`config.mk`:
```
export PLATFORM = sky130hd
export DESIGN_NAME = prbs_sync_ctrl
export DESIGN_NICKNAME = d
export VERILOG_FILES = /design/src/rtl/prbs_chk_pkg.sv /design/src/rtl/prbs_sync_ctrl.sv
export SDC_FILE = /design/constraint.sdc
export NUM_CORES = 1
export LEC_CHECK = 0
export ABC_CLOCK_PERIOD_IN_PS = 3250
export BUFFER_PORTS_ARGS = -buffer_cell sky130_fd_sc_hd__buf_2
export CORE_MARGIN = 2
export CORE_UTILIZATION = 35
export DETAILED_ROUTE_END_ITERATION = 12
export GPL_TIMING_DRIVEN = 0
export SLEW_MARGIN = 10
export SYNTH_ARGS = -nofsm -noshare
export SYNTH_HDL_FRONTEND = slang
export SYNTH_SLANG_ARGS = --single-unit
```
`constraint.sdc`:
```
create_clock -name clk -period 3.25 [get_ports clk]
set_clock_uncertainty 0.05 [all_clocks]
set_input_delay 0.1625 -clock clk [delete_from_list [all_inputs] [get_ports clk]]
set_output_delay 0.1625 -clock clk [all_outputs]
set_load 0.02 [all_outputs]
```
`src/rtl/prbs_chk_pkg.sv`:
```
package prbs_chk_pkg;

  localparam int unsigned HIST_W = 31;

  typedef enum logic [1:0] {
    ST_SEED  = 2'd0,
    ST_CHECK = 2'd1,
    ST_LOCK  = 2'd2
  } sync_state_e;

  // Highest feedback tap, which equals the polynomial degree.
  function automatic logic [4:0] tap_hi(input logic [2:0] sel);
    case (sel)
      3'd1:    tap_hi = 5'd9;
      3'd2:    tap_hi = 5'd15;
      3'd3:    tap_hi = 5'd23;
      3'd4:    tap_hi = 5'd31;
      default: tap_hi = 5'd7;
    endcase
  endfunction

  // Second feedback tap.
  function automatic logic [4:0] tap_lo(input logic [2:0] sel);
    case (sel)
      3'd1:    tap_lo = 5'd5;
      3'd2:    tap_lo = 5'd14;
      3'd3:    tap_lo = 5'd18;
      3'd4:    tap_lo = 5'd28;
      default: tap_lo = 5'd6;
    endcase
  endfunction

endpackage

```
`src/rtl/prbs_sync_ctrl.sv`:
```
module prbs_sync_ctrl
  import prbs_chk_pkg::*;
#(
  parameter int LOCK_LEN = 64,
  parameter int WIN_LEN  = 64,
  parameter int LOSS_THR = 16
) (
  input  logic        clk,
  input  logic        rst_n,
  input  logic [2:0]  sel,
  input  logic        valid,
  input  logic        miss,
  input  logic        blank,
  input  logic        resync,
  output sync_state_e state,
  output logic        inv
);
  localparam int CKW = $clog2(LOCK_LEN);
  localparam int WNW = $clog2(WIN_LEN);
  localparam int EW  = $clog2(LOSS_THR + 1);

  sync_state_e    state_q, state_d;
  logic           inv_q, inv_d;
  logic [4:0]     seed_q, seed_d;
  logic [CKW-1:0] chk_q, chk_d;
  logic           hit_q, hit_d, mis_q, mis_d;
  logic [WNW-1:0] win_q, win_d;
  logic [EW-1:0]  werr_q, werr_d;
  logic           hit_n, mis_n, lock_err;
  logic [EW-1:0]  werr_sum;

  always_comb begin
    state_d  = state_q;
    inv_d    = inv_q;
    seed_d   = seed_q;
    chk_d    = chk_q;
    hit_d    = hit_q;
    mis_d    = mis_q;
    win_d    = win_q;
    werr_d   = werr_q;
    hit_n    = hit_q & ~miss;
    mis_n    = mis_q & miss;
    lock_err = miss ^ inv_q;
    werr_sum = werr_q + EW'(lock_err & ~blank);
    if (resync) begin
      state_d = ST_SEED;
      seed_d  = '0;
      inv_d   = 1'b0;
    end else if (valid) begin
      case (state_q)
        ST_SEED: begin
          if (seed_q == tap_hi(sel) - 5'd1) begin
            state_d = ST_CHECK;
            chk_d   = '0;
            hit_d   = 1'b1;
            mis_d   = 1'b1;
          end else begin
            seed_d = seed_q + 5'd1;
          end
        end
        ST_CHECK: begin
          hit_d = hit_n;
          mis_d = mis_n;
          if (!hit_n && !mis_n) begin
            state_d = ST_SEED;
            seed_d  = '0;
          end else if (chk_q == CKW'(LOCK_LEN - 1)) begin
            state_d = ST_LOCK;
            inv_d   = mis_n;
            win_d   = '0;
            werr_d  = '0;
          end else begin
            chk_d = chk_q + CKW'(1);
          end
        end
        ST_LOCK: begin
          if (werr_sum >= EW'(LOSS_THR)) begin
            state_d = ST_SEED;
            seed_d  = '0;
            inv_d   = 1'b0;
          end else if (win_q == WNW'(WIN_LEN - 1)) begin
            win_d  = '0;
            werr_d = '0;
          end else begin
            win_d  = win_q + WNW'(1);
            werr_d = werr_sum;
          end
        end
        default: begin
          state_d = ST_SEED;
          seed_d  = '0;
        end
      endcase
    end
  end

  always_ff @(posedge clk or negedge rst_n) begin
    if (!rst_n) begin
      state_q <= ST_SEED;
      inv_q   <= 1'b0;
      seed_q  <= '0;
      chk_q   <= '0;
      hit_q   <= 1'b0;
      mis_q   <= 1'b0;
      win_q   <= '0;
      werr_q  <= '0;
    end else begin
      state_q <= state_d;
      inv_q   <= inv_d;
      seed_q  <= seed_d;
      chk_q   <= chk_d;
      hit_q   <= hit_d;
      mis_q   <= mis_d;
      win_q   <= win_d;
      werr_q  <= werr_d;
    end
  end

  assign state = state_q;
  assign inv   = inv_q;
endmodule

```
Word-level counts from Yosys, hierarchy flattened
Cells that the tools add are included.
{ "totals": {"ff_bits": 27, "input_bits": 9, "wordCells": 96} }
{ "classes": {"addsub": 5, "magnitude_cmp": 1, "eq_ne": 21, "n_mux": 40, "bitwise_logic": 7, "reduce_logical": 14} }
{ "op_table": {"columns": ["operator", "n"], "rows": [
  ["$mux W5", 12],
  ["$mux W6", 7],
  ["$pmux W6 S2", 2],
  ["$pmux W5 S4", 1],
  ["$ne A3 B3 Y1 const B", 6],
  ["$pmux W5 S3", 1],
  ["$add A6 B1 Y6 const B", 2],
  ["$eq A6 B6 Y1 const B", 2],
  ["$mux W2", 6],
  ["$reduce_and A4 Y1", 3],
  ["$reduce_and A6 Y1", 2],
  ["$ne A2 B2 Y1 const B", 5],
  ["$pmux W5 S2", 1],
  ["$eq A3 B2 Y1 const B", 2],
  ["$mux W1", 6],
  ["$pmux W1 S2", 3],
  ["$pmux W2 S3", 1],
  ["$reduce_bool A2 Y1", 3],
  ["$add A5 B1 Y5 const B", 1],
  ["$add A5 B5 Y5", 1],
  ["$and A1 B5 Y5", 1],
  ["$eq A5 B5 Y1", 1],
  ["$ge A5 B5 Y1 const B", 1],
  ["$not A1 Y5", 1],
  ["other kinds (14)", 17]
]} }

Logic depth before layout (Yosys ltp)
Gate-level depths: netlist (run 1).
{ "depth": {"depth_word": 11, "depth_mapped": 10} }

Least setup slack after synthesis (run 1)
No wires, ideal clock.
{ "synth_timing": {"path_type": "register to register", "start": "register inv_q, in the netlist inv", "end": "register seed_q[1]", "t_arrival_ns": 2.339, "setup_slack_ns": 0.741, "path_stages_with_launch": 11, "cell_sequence": "dfrtp_1 xnor2_1 nor2_1 ha_1 ha_1 and3_1 and4b_1 or4_1 buf_2 a21o_1 a22o_1"} }
{ "synth_between": {"elab_chain_cells": 6} }
{ "synth_lines": {"columns": ["item", "line", "source"], "rows": [
  ["start: declaration", "prbs_sync_ctrl.sv:23", "logic inv_q, inv_d;"],
  ["start signal: assignment", "prbs_sync_ctrl.sv:109", "inv_q <= inv_d;"],
  ["$xor A1 B1 Y1", "prbs_sync_ctrl.sv:43", "lock_err = miss ^ inv_q;"],
  ["$and A1 B5 Y5", "prbs_sync_ctrl.sv:44", "werr_sum = werr_q + EW'(lock_err & ~blank);"],
  ["$add A5 B5 Y5", "prbs_sync_ctrl.sv:44", null],
  ["$ge A5 B5 Y1", "prbs_sync_ctrl.sv:77", "if (werr_sum >= EW'(LOSS_THR)) begin"],
  ["$ne A3 B3 Y1 (no line)", null, null],
  ["$reduce_and A4 Y1 (no line)", null, null],
  ["end signal: assignment", "prbs_sync_ctrl.sv:101", "seed_q <= '0;"],
  ["end signal: assignment", "prbs_sync_ctrl.sv:110", "seed_q <= seed_d;"],
  ["end: declaration", "prbs_sync_ctrl.sv:24", "logic [4:0] seed_q, seed_d;"]
]} }
Every way passes these cells.
A chain may end at the register's enable or synchronous reset.

Worst setup path after layout (run 1)
Ends and elaborated chain as after synthesis.

==> results of run 1 <==
-- repair_timing --
item | CTS | global route
gates resized for setup | 0 | 0
hold buffers | 1 | 0
setup buffers | 0 | 0
hold endpoints to repair | 27 | 0
-- flip-flops by register name (all words and copies together), names as in the netlist --
name and flops:
chk_q 6, win_q 6, seed_q 5, werr_q 5, state 2, hit_q 1
inv 1, mis_q 1
-- power groups by stage --
stage	clock, W	sequential [W]	combinational [W]
floorplan	0	0.000379	0.0000599
global placement	0	0.000384	0.0000840
detailed placement	0	0.000384	0.0000848
CTS	0.000201	0.000378	0.0000854
global route	0.000216	0.000381	0.0000950
finish	0.000190	0.000379	0.0000843
-- through the flow --
stage,worst slack (ns),cells
after CTS,0.570,252
after floorplan,0.741,183
after global placement,0.606,247
after global routing,0.450,252
after detailed placement,0.596,247
final,0.594,252
-- cell usage after synthesis, types with 3 or more instances --
cell type	n
dfrtp_1	27
nand2_1	17
o21ai_0	17
nor2_1	13
nand2b_1	6
nand3_1	6
and2_1	5
ha_1	5
a31oi_1	4
and3_1	4
mux2i_1	4
a211o_1	3
a21o_1	3
a22o_1	3
buf_2	3
inv_1	3
nand4_1	3
o2bb2ai_1	3
or2_2	3
-- path summary, 6_finish.rpt --
check	startpoint	to	slack (ns)	cells past startpoint
setup / recovery	inv	seed_q[1]	0.59	10
min in group asynchronous	rst_n	chk_q[2]	0.37	2
hold / removal	miss	inv	0.18	3
max in group asynchronous	rst_n	seed_q[0]	2.38	2
setup reg to reg	inv	seed_q[1]	0.59	10
hold reg to reg	werr_q[0]	werr_q[0]	0.45	2
-- final cells by class --
class                           count  share of cell area, %
Multi-Input combinational cell    147                   52.5
Sequential cell                    27                   36.1
Tap cell                           54                   3.61
Timing Repair Buffer               11                   3.21
Clock buffer                        4                   2.40
Buffer                              6                   1.60
Inverter                            3                  0.601
-- layout by cell type (no fill, tap or decap), drive strengths merged, types with 3 or more instances in the layout --
master | netlist | final
nand3 | 7 | 7
buf | 4 | 14
a211o | 3 | 3
o2bb2ai | 3 | 3
nor4 | 3 | 3
o21ai | 18 | 18
a22o | 3 | 3
mux2i | 5 | 5
inv | 3 | 3
nand2b | 6 | 6
and3 | 4 | 4
clkbuf | 2 | 6
nand2 | 17 | 17
nor2 | 13 | 13
a21o | 3 | 3
ha | 5 | 5
or2 | 4 | 4
nand4 | 3 | 3
and2 | 5 | 5
dfrtp | 27 | 27
a31oi | 4 | 4
-- per-layer routing --
layer | track usage (%) | vias up | wire length, µm
li1 | - | 721 | -
met5 | 0 | - | 0
met2 | 22.2 | 19 | 1560
met4 | 3.03 | 0 | 19
met3 | 2.88 | 2 | 92
met1 | 19.8 | 668 | 1840
-- worst reg2reg max path, stage by stage, from the launching register on --
cell     delay, ns
dfrtp_1       0.41
xnor2_1       0.24
nor2_1        0.07
ha_1          0.20
ha_1          0.24
and3_1        0.20
and4b_1       0.19
or4_1         0.46
buf_2         0.17
a21o_1        0.16
a22o_1        0.18
-- logic make-up after synthesis --
kind of cell	Yosys count	share of synthesized area (%)
adder cells (fa/ha/maj)	5	3.68
multiplexers	6	3.83
XOR/XNOR	2	1.03
AND/OR/NAND/NOR	78	25.9
flip-flops	27	39.7
buffers and inverters	9	2.43
AO/OA/AOI/OAI	56	23.4
==> flow_summary.rst, run 1 <==
.. list-table::
   :header-rows: 1

   * - Metric
     - Value
   * - Number of flops mapped to enable cells by yosys
     - 0
   * - Sum of buffers and inverters on the critical path
     - 1
   * - Maximum number of pins on one net before global-route repair
     - 28
   * - Count of filler cells inserted in the layout
     - roughly 480
   * - Net count reported at finish
     - around 210
   * - Fraction of layout instances using a drive strength above 1
     - 13.6%
   * - Type of the most critical hold path
     - input port to flip-flop
   * - Synth-to-Final Area Change
     - 10.2%
   * - Vias per Instance
     - ~5.6
   * - Worst path arrival time
     - ~2.8 ns
   * - Max-Cap Viols
     - 0
   * - Number of distinct library cells after synthesis
     - 54
   * - Initial DRC count
     - 49
   * - LEAKAGE
     - a little under 0.9 nW
   * - Width of the die
     - between 70 and 80 µm
   * - Setup repair after global routing missed its margin
     - no
   * - Post-route DRC
     - 0
   * - Cell chosen for the clock root
     - clkbuf_8
   * - CP Cell Sequence
     - xnor2_1 -> nor2_1 -> ha_1 -> ha_1 -> and3_1 -> and4b_1 -> or4_1 -> buf_2 -> a21o_1 -> a22o_1
   * - Internal Power
     - 0.000483 W
   * - Largest fanout of any net on the critical path
     - 7
   * - Sequential standard cell area
     - between 600 and 700 µm²
   * - Psw
     - between 0.00015 and 0.0002 W
   * - Fraction of synthesis flops using an asynchronous set or reset pin
     - 100%
   * - Initial Util
     - between 30 and 40%
   * - Via count of the first global-routing pass
     - between 1k and 1.5k
   * - Final setup vio count
     - 0
   * - CTS tree
     - built
   * - Top area cells in the synthesized netlist
     - dfrtp_1 40%, o21ai_0 5.0%, nand2_1 3.8%
   * - Clk_lat worst skew
     - between 0.2 and 0.3 ns
   * - Slew of the pin with the lowest slew margin
     - 0.607 ns
   * - Final critical-path required period
     - roughly 2.7 ns
   * - Placed instance area
     - ~1800 µm²
   * - Required time at the worst-slack endpoint
     - approximately 3.4 ns
   * - Delay of the slowest cell on the worst path
     - 0.46 ns
   * - Antenna diode count
     - 0
   * - Worst Path Class, Setup
     - flip-flop to flip-flop
   * - Worst-case vdd ir drop
     - around 0.00017 V
   * - Part of the total power dissipated in combinational logic
     - approximately 13%
   * - Most used DFF post-synth
     - dfrtp_1
   * - Ports
     - 12
   * - Post-synthesis net count
     - between 150 and 200
   * - TritonCTS Buffers
     - 3
   * - Total Die Area
     - 5430 µm²
   * - Global routing usage summed across all routing layers
     - 14.1%
   * - Placement Rows
     - 25
   * - Routed wire length
     - between 3000 and 4000 µm
   * - Sequential share of power
     - 58.0%
   * - Top cell family by delay on the critical path
     - simple AND/OR/NAND/NOR gates
   * - Remaining number of nets flagged by the antenna check after routing
     - 0
   * - Vias after detailed routing
     - 1410
   * - Area of the multi-input gates
     - just under 1000 µm²
   * - Pre-Repair DR Iteration Count
     - 4
   * - H-Tree Level Count
     - 1
   * - Design Power
     - around 0.00065 W
   * - Placer congestion estimate
     - between 0.7 and 0.8
   * - Number of buffers on the longest clock path
     - 2
   * - Clk sinks
     - 27
   * - Total of flip-flops plus latches after synthesis
     - 27
   * - Top cell type's share of synthesized area
     - around two fifths
   * - Number of hold violations in the final report
     - 0
   * - Average routed wire per standard cell
     - 14.0 µm
   * - Crit-path slowest cell
     - or4_1
   * - Min Hold Slack
     - 0.183 ns
   * - Post-route fraction of the period consumed by the critical path
     - slightly above 80%
   * - Post-Syn Instances
     - between 150 and 200
   * - Max-slew violations
     - 0
   * - Accumulated negative setup slack
     - 0 ns
   * - Post-layout util
     - between 30% and 40%
   * - Die height
     - ~74 µm
   * - Nature of the critical path endpoint
     - flip-flop
   * - Switch share
     - a little over a quarter
   * - Sequential element share of the synthesized area
     - 39.7%
   * - CP Launch Type
     - flip-flop
   * - GRT Residual Overflow
     - 0
   * - Post-synthesis instance area
     - approximately 1700 µm²
   * - Antenna violations before repair
     - 0
   * - Placeable core region
     - between 4000 and 5000 µm²
   * - Synthesized area per cell
     - 9.29 µm²
   * - Global-route wire length before repair
     - 6040 µm
   * - Run status
     - completed
   * - IO buf count
     - 10
   * - Cell type with the highest occurrence count on the critical path
     - ha_1
   * - Final Cell Area
     - about 1900 µm²
   * - Clock group share of total power
     - around 29%
   * - Library cell with the largest summed area after synthesis
     - dfrtp_1
   * - Number of warning messages in the yosys log
     - 0
   * - Half-perimeter wire length after detailed placement
     - around 2500 µm
   * - Clock-pin slew on the worst setup and hold paths
     - approximately 0.09 ns
   * - Power per unit of standard cell area
     - roughly 350 nW/µm²
   * - Rel. slew slack
     - 59.5%
   * - Maximum clock frequency
     - ~380 MHz
Note: power is estimated with default switching activity, not from simulation.
==> inputs of run 2 (changes only) <==
--- a/config.mk
+++ b/config.mk
@@ -5,7 +5,7 @@
 export SDC_FILE = /design/constraint.sdc
 export NUM_CORES = 1
 export LEC_CHECK = 0
-export ABC_CLOCK_PERIOD_IN_PS = 3250
+export ABC_CLOCK_PERIOD_IN_PS = 2500
 export BUFFER_PORTS_ARGS = -buffer_cell sky130_fd_sc_hd__buf_2
 export CORE_MARGIN = 2
 export CORE_UTILIZATION = 35
==> constraint.sdc (replaced) <==
create_clock -name clk -period 2.5 [get_ports clk]
set_clock_uncertainty 0.05 [all_clocks]
set_input_delay 0.125 -clock clk [delete_from_list [all_inputs] [get_ports clk]]
set_output_delay 0.125 -clock clk [all_outputs]
set_load 0.02 [all_outputs]
==> run 2 against run 1 <==
Net effect: design area is 3.1% higher; combinational power rose by 34%; sequential power up 30%; critical path depth shrank 1; fmax is 11% higher; register-to-register slack worse by 0.49 ns; die area stayed put; routed wire length increased by 4.3%; clock-buffer cell count decreased by 1; total power is 31% higher; via count is 0.64% higher; non-clock buffer count rose by 2.
==> flow_summary.rst, run 2 (synthesis gave the netlist of run 1 again) <==
.. list-table::
   :header-rows: 1

   * - Metric
     - Value
   * - Run status
     - completed
   * - Clk sinks
     - 27
   * - Most frequent standard cell in the layout excluding fill and tap cells
     - dfrtp_1
   * - Width of the die
     - around 74 µm
   * - Min Hold Slack
     - 0.142 ns
   * - Vias after detailed routing
     - approximately 1.4k
   * - Area of the multi-input gates
     - between 1000 and 1500 µm²
   * - Highest-utilization routing layer at the global route stage
     - met2
   * - Met1 Track Usage GR
     - 21.5%
   * - Global-route wire length before repair
     - around 6000 µm
   * - GRT Residual Overflow
     - 0
   * - Global routing usage summed across all routing layers
     - 14.6%
   * - Worst Path Class, Setup
     - flip-flop to flip-flop
   * - Placeable core region
     - roughly 4700 µm²
   * - Rel. slew slack
     - between 50% and 60%
   * - Average routed wire per standard cell
     - roughly 14 µm
   * - Ports
     - 12
   * - Pre-Repair DR Iteration Count
     - 4
   * - Total Die Area
     - between 5000 and 6000 µm²
   * - Crit-path slowest cell
     - or4_4
   * - Post-place setup slack
     - -0.161 ns
   * - Maximum number of pins on one net before global-route repair
     - 28
   * - Remaining number of nets flagged by the antenna check after routing
     - 0
   * - Largest fanout of any net on the critical path
     - 7
   * - Number of hold violations in the final report
     - 0
   * - Clock-pin slew on the worst setup and hold paths
     - approximately 0.09 ns
   * - Vias per Instance
     - 5.59
   * - Post-route DRC
     - 0
   * - Antenna diode count
     - 0
   * - Met2 Track Usage GR
     - ~22%
   * - Cell chosen for the clock root
     - clkbuf_8
   * - CTS tree
     - built
   * - Die height
     - 73.7 µm
   * - Worst path arrival time
     - ~2.5 ns
   * - Antenna violations before repair
     - 0
   * - Top flop regs
     - chk_q: 6 flops, win_q: 6 flops
   * - Delay of the slowest cell on the worst path
     - ~0.47 ns
   * - Post-route fraction of the period consumed by the critical path
     - 95.7%
   * - Setup slack of the critical path after layout
     - approximately 0.11 ns
   * - Non-filler instance count after layout
     - 254
   * - CP Launch Type
     - flip-flop
   * - Routed wire length
     - between 3000 and 4000 µm
   * - Placer congestion estimate
     - between 0.7 and 0.8
   * - Power per unit of standard cell area
     - 443 nW/µm²
   * - Initial DRC count
     - 95
   * - Placement Rows
     - 25
   * - CP Cell Sequence
     - xnor2_2 -> nor2_1 -> ha_2 -> ha_4 -> and3_4 -> and4b_1 -> or4_4 -> a21o_1 -> a22o_1
   * - Maximum clock frequency
     - ~420 MHz
   * - Fraction of layout instances using a drive strength above 1
     - about a fifth
   * - Initial Util
     - a little over a third
   * - TritonCTS Buffers
     - 3
   * - Number of buffers on the longest clock path
     - 2
   * - Nature of the critical path endpoint
     - flip-flop
   * - Count of filler cells inserted in the layout
     - 468
   * - Worst-case vdd ir drop
     - between 0.0003 and 0.0004 V
   * - Top cell family by delay on the critical path
     - simple AND/OR/NAND/NOR gates
   * - Top library cells by usage in the layout, fill and taps aside
     - 26 x dfrtp_1, 17 x nand2_1, 14 x o21ai_0, 13 x nor2_1, 12 x buf_2
   * - Clk_lat worst skew
     - between 0.2 and 0.3 ns
   * - Via count of the first global-routing pass
     - 1259
   * - Required time at the worst-slack endpoint
     - about 2.6 ns
   * - LEAKAGE
     - 0.888 nW
   * - Accumulated negative setup slack
     - 0 ns
   * - Net count reported at finish
     - about 220
   * - Global routing usage on met3
     - between 3 and 4%
   * - Final critical-path required period
     - about 2.4 ns
   * - Type of the most critical hold path
     - input port to flip-flop
   * - Slew of the pin with the lowest slew margin
     - between 0.6 and 0.7 ns
   * - Half-perimeter wire length after detailed placement
     - roughly 2500 µm
   * - Max-Cap Viols
     - 0
   * - Setup repair after global routing missed its margin
     - no
   * - Sequential standard cell area
     - ~680 µm²
   * - Max-slew violations
     - 0
   * - Sum of buffers and inverters on the critical path
     - 0
   * - Final setup vio count
     - 0
   * - Placed insts
     - between 200 and 250
   * - H-Tree Level Count
     - 1
   * - IO buf count
     - 10
   * - Synth-to-Final Area Change
     - 13.5%
-- run 2: cell count changes in the layout (fill, tap and decap cells not counted), sizes merged --
cell,change
clkbuf,-1
buf,+2
clkinv,+1
-- run 2: power breakdown --
part | switching [W] | leakage, nW | total (W) | internal (W)
sequential | 0.0000288 | 0.363 | 0.000491 | 0.000462
combinational | 0.0000609 | 0.499 | 0.000113 | 0.0000525
clock | 0.000139 | 0.0255 | 0.000251 | 0.000112
-- run 2: final cells by class --
| type | count | share of cell area [%] |
|---|---|---|
| multi-input cells | 147 | 52.9 |
| well taps | 54 | 3.50 |
| plain buffers | 5 | 1.30 |
| clock inverters | 1 | 0.259 |
| inverters | 3 | 0.583 |
| clock buffers | 3 | 2.14 |
| repair buffers | 14 | 4.28 |
| flip-flops and latches | 27 | 35.1 |
-- run 2: per-layer routing --
layer  wire length, µm  vias to the layer above  share of wire [%]
li1                  -                      722                  -
met1              1880                      672                 51
met2              1630                       23                 44
met3               126                        2                3.4
met4                32                        0               0.87
met5                 0                        -                  0
-- run 2: worst register-to-register path: stages (launching register included) --
cell and delay (ns):
dfrtp_2 0.43, xnor2_2 0.20, nor2_1 0.07, ha_2 0.21, ha_4 0.17, and3_4 0.16, and4b_1 0.19, or4_4 0.47
a21o_1 0.18, a22o_1 0.17
-- run 2: final timing paths --
| kind | start | endpoint | slack (ns) | depth (start not counted) |
|---|---|---|---|---|
| worst max-delay path | inv | seed_q[1] | 0.11 | 9 |
| worst min-delay path | miss | inv | 0.14 | 3 |
| worst max register to register | inv | seed_q[1] | 0.11 | 9 |
| worst min register to register | werr_q[0] | werr_q[0] | 0.45 | 2 |
| max in group asynchronous | rst_n | inv | 1.60 | 2 |
| min in group asynchronous | rst_n | state[1] | 0.35 | 2 |
-- run 2: repair_timing --
| item | 4_1_cts | 5_1_grt |
|---|---|---|
| hold buffers | 1 | 0 |
| resized for setup | 6 | 7 |
| endpoints found under the hold margin | 27 | 0 |
| pin swaps | 2 | 3 |
| endpoints found under the setup margin | 8 | 9 |
| setup buffers | 1 | 2 |
-- run 2: per-stage QoR --
stage / power [W] / area [µm²] / utilization, %
2_1_floorplan: 0.000571 / 1700 / -
3_3_place_gp: 0.000609 / 1820 / 38.8
3_5_place_dp: 0.000611 / 1820 / 38.8
4_1_cts: 0.000871 / 1910 / 40.7
5_1_grt: 0.000903 / 1930 / 41.1
6_report: 0.000855 / 1930 / 41.1
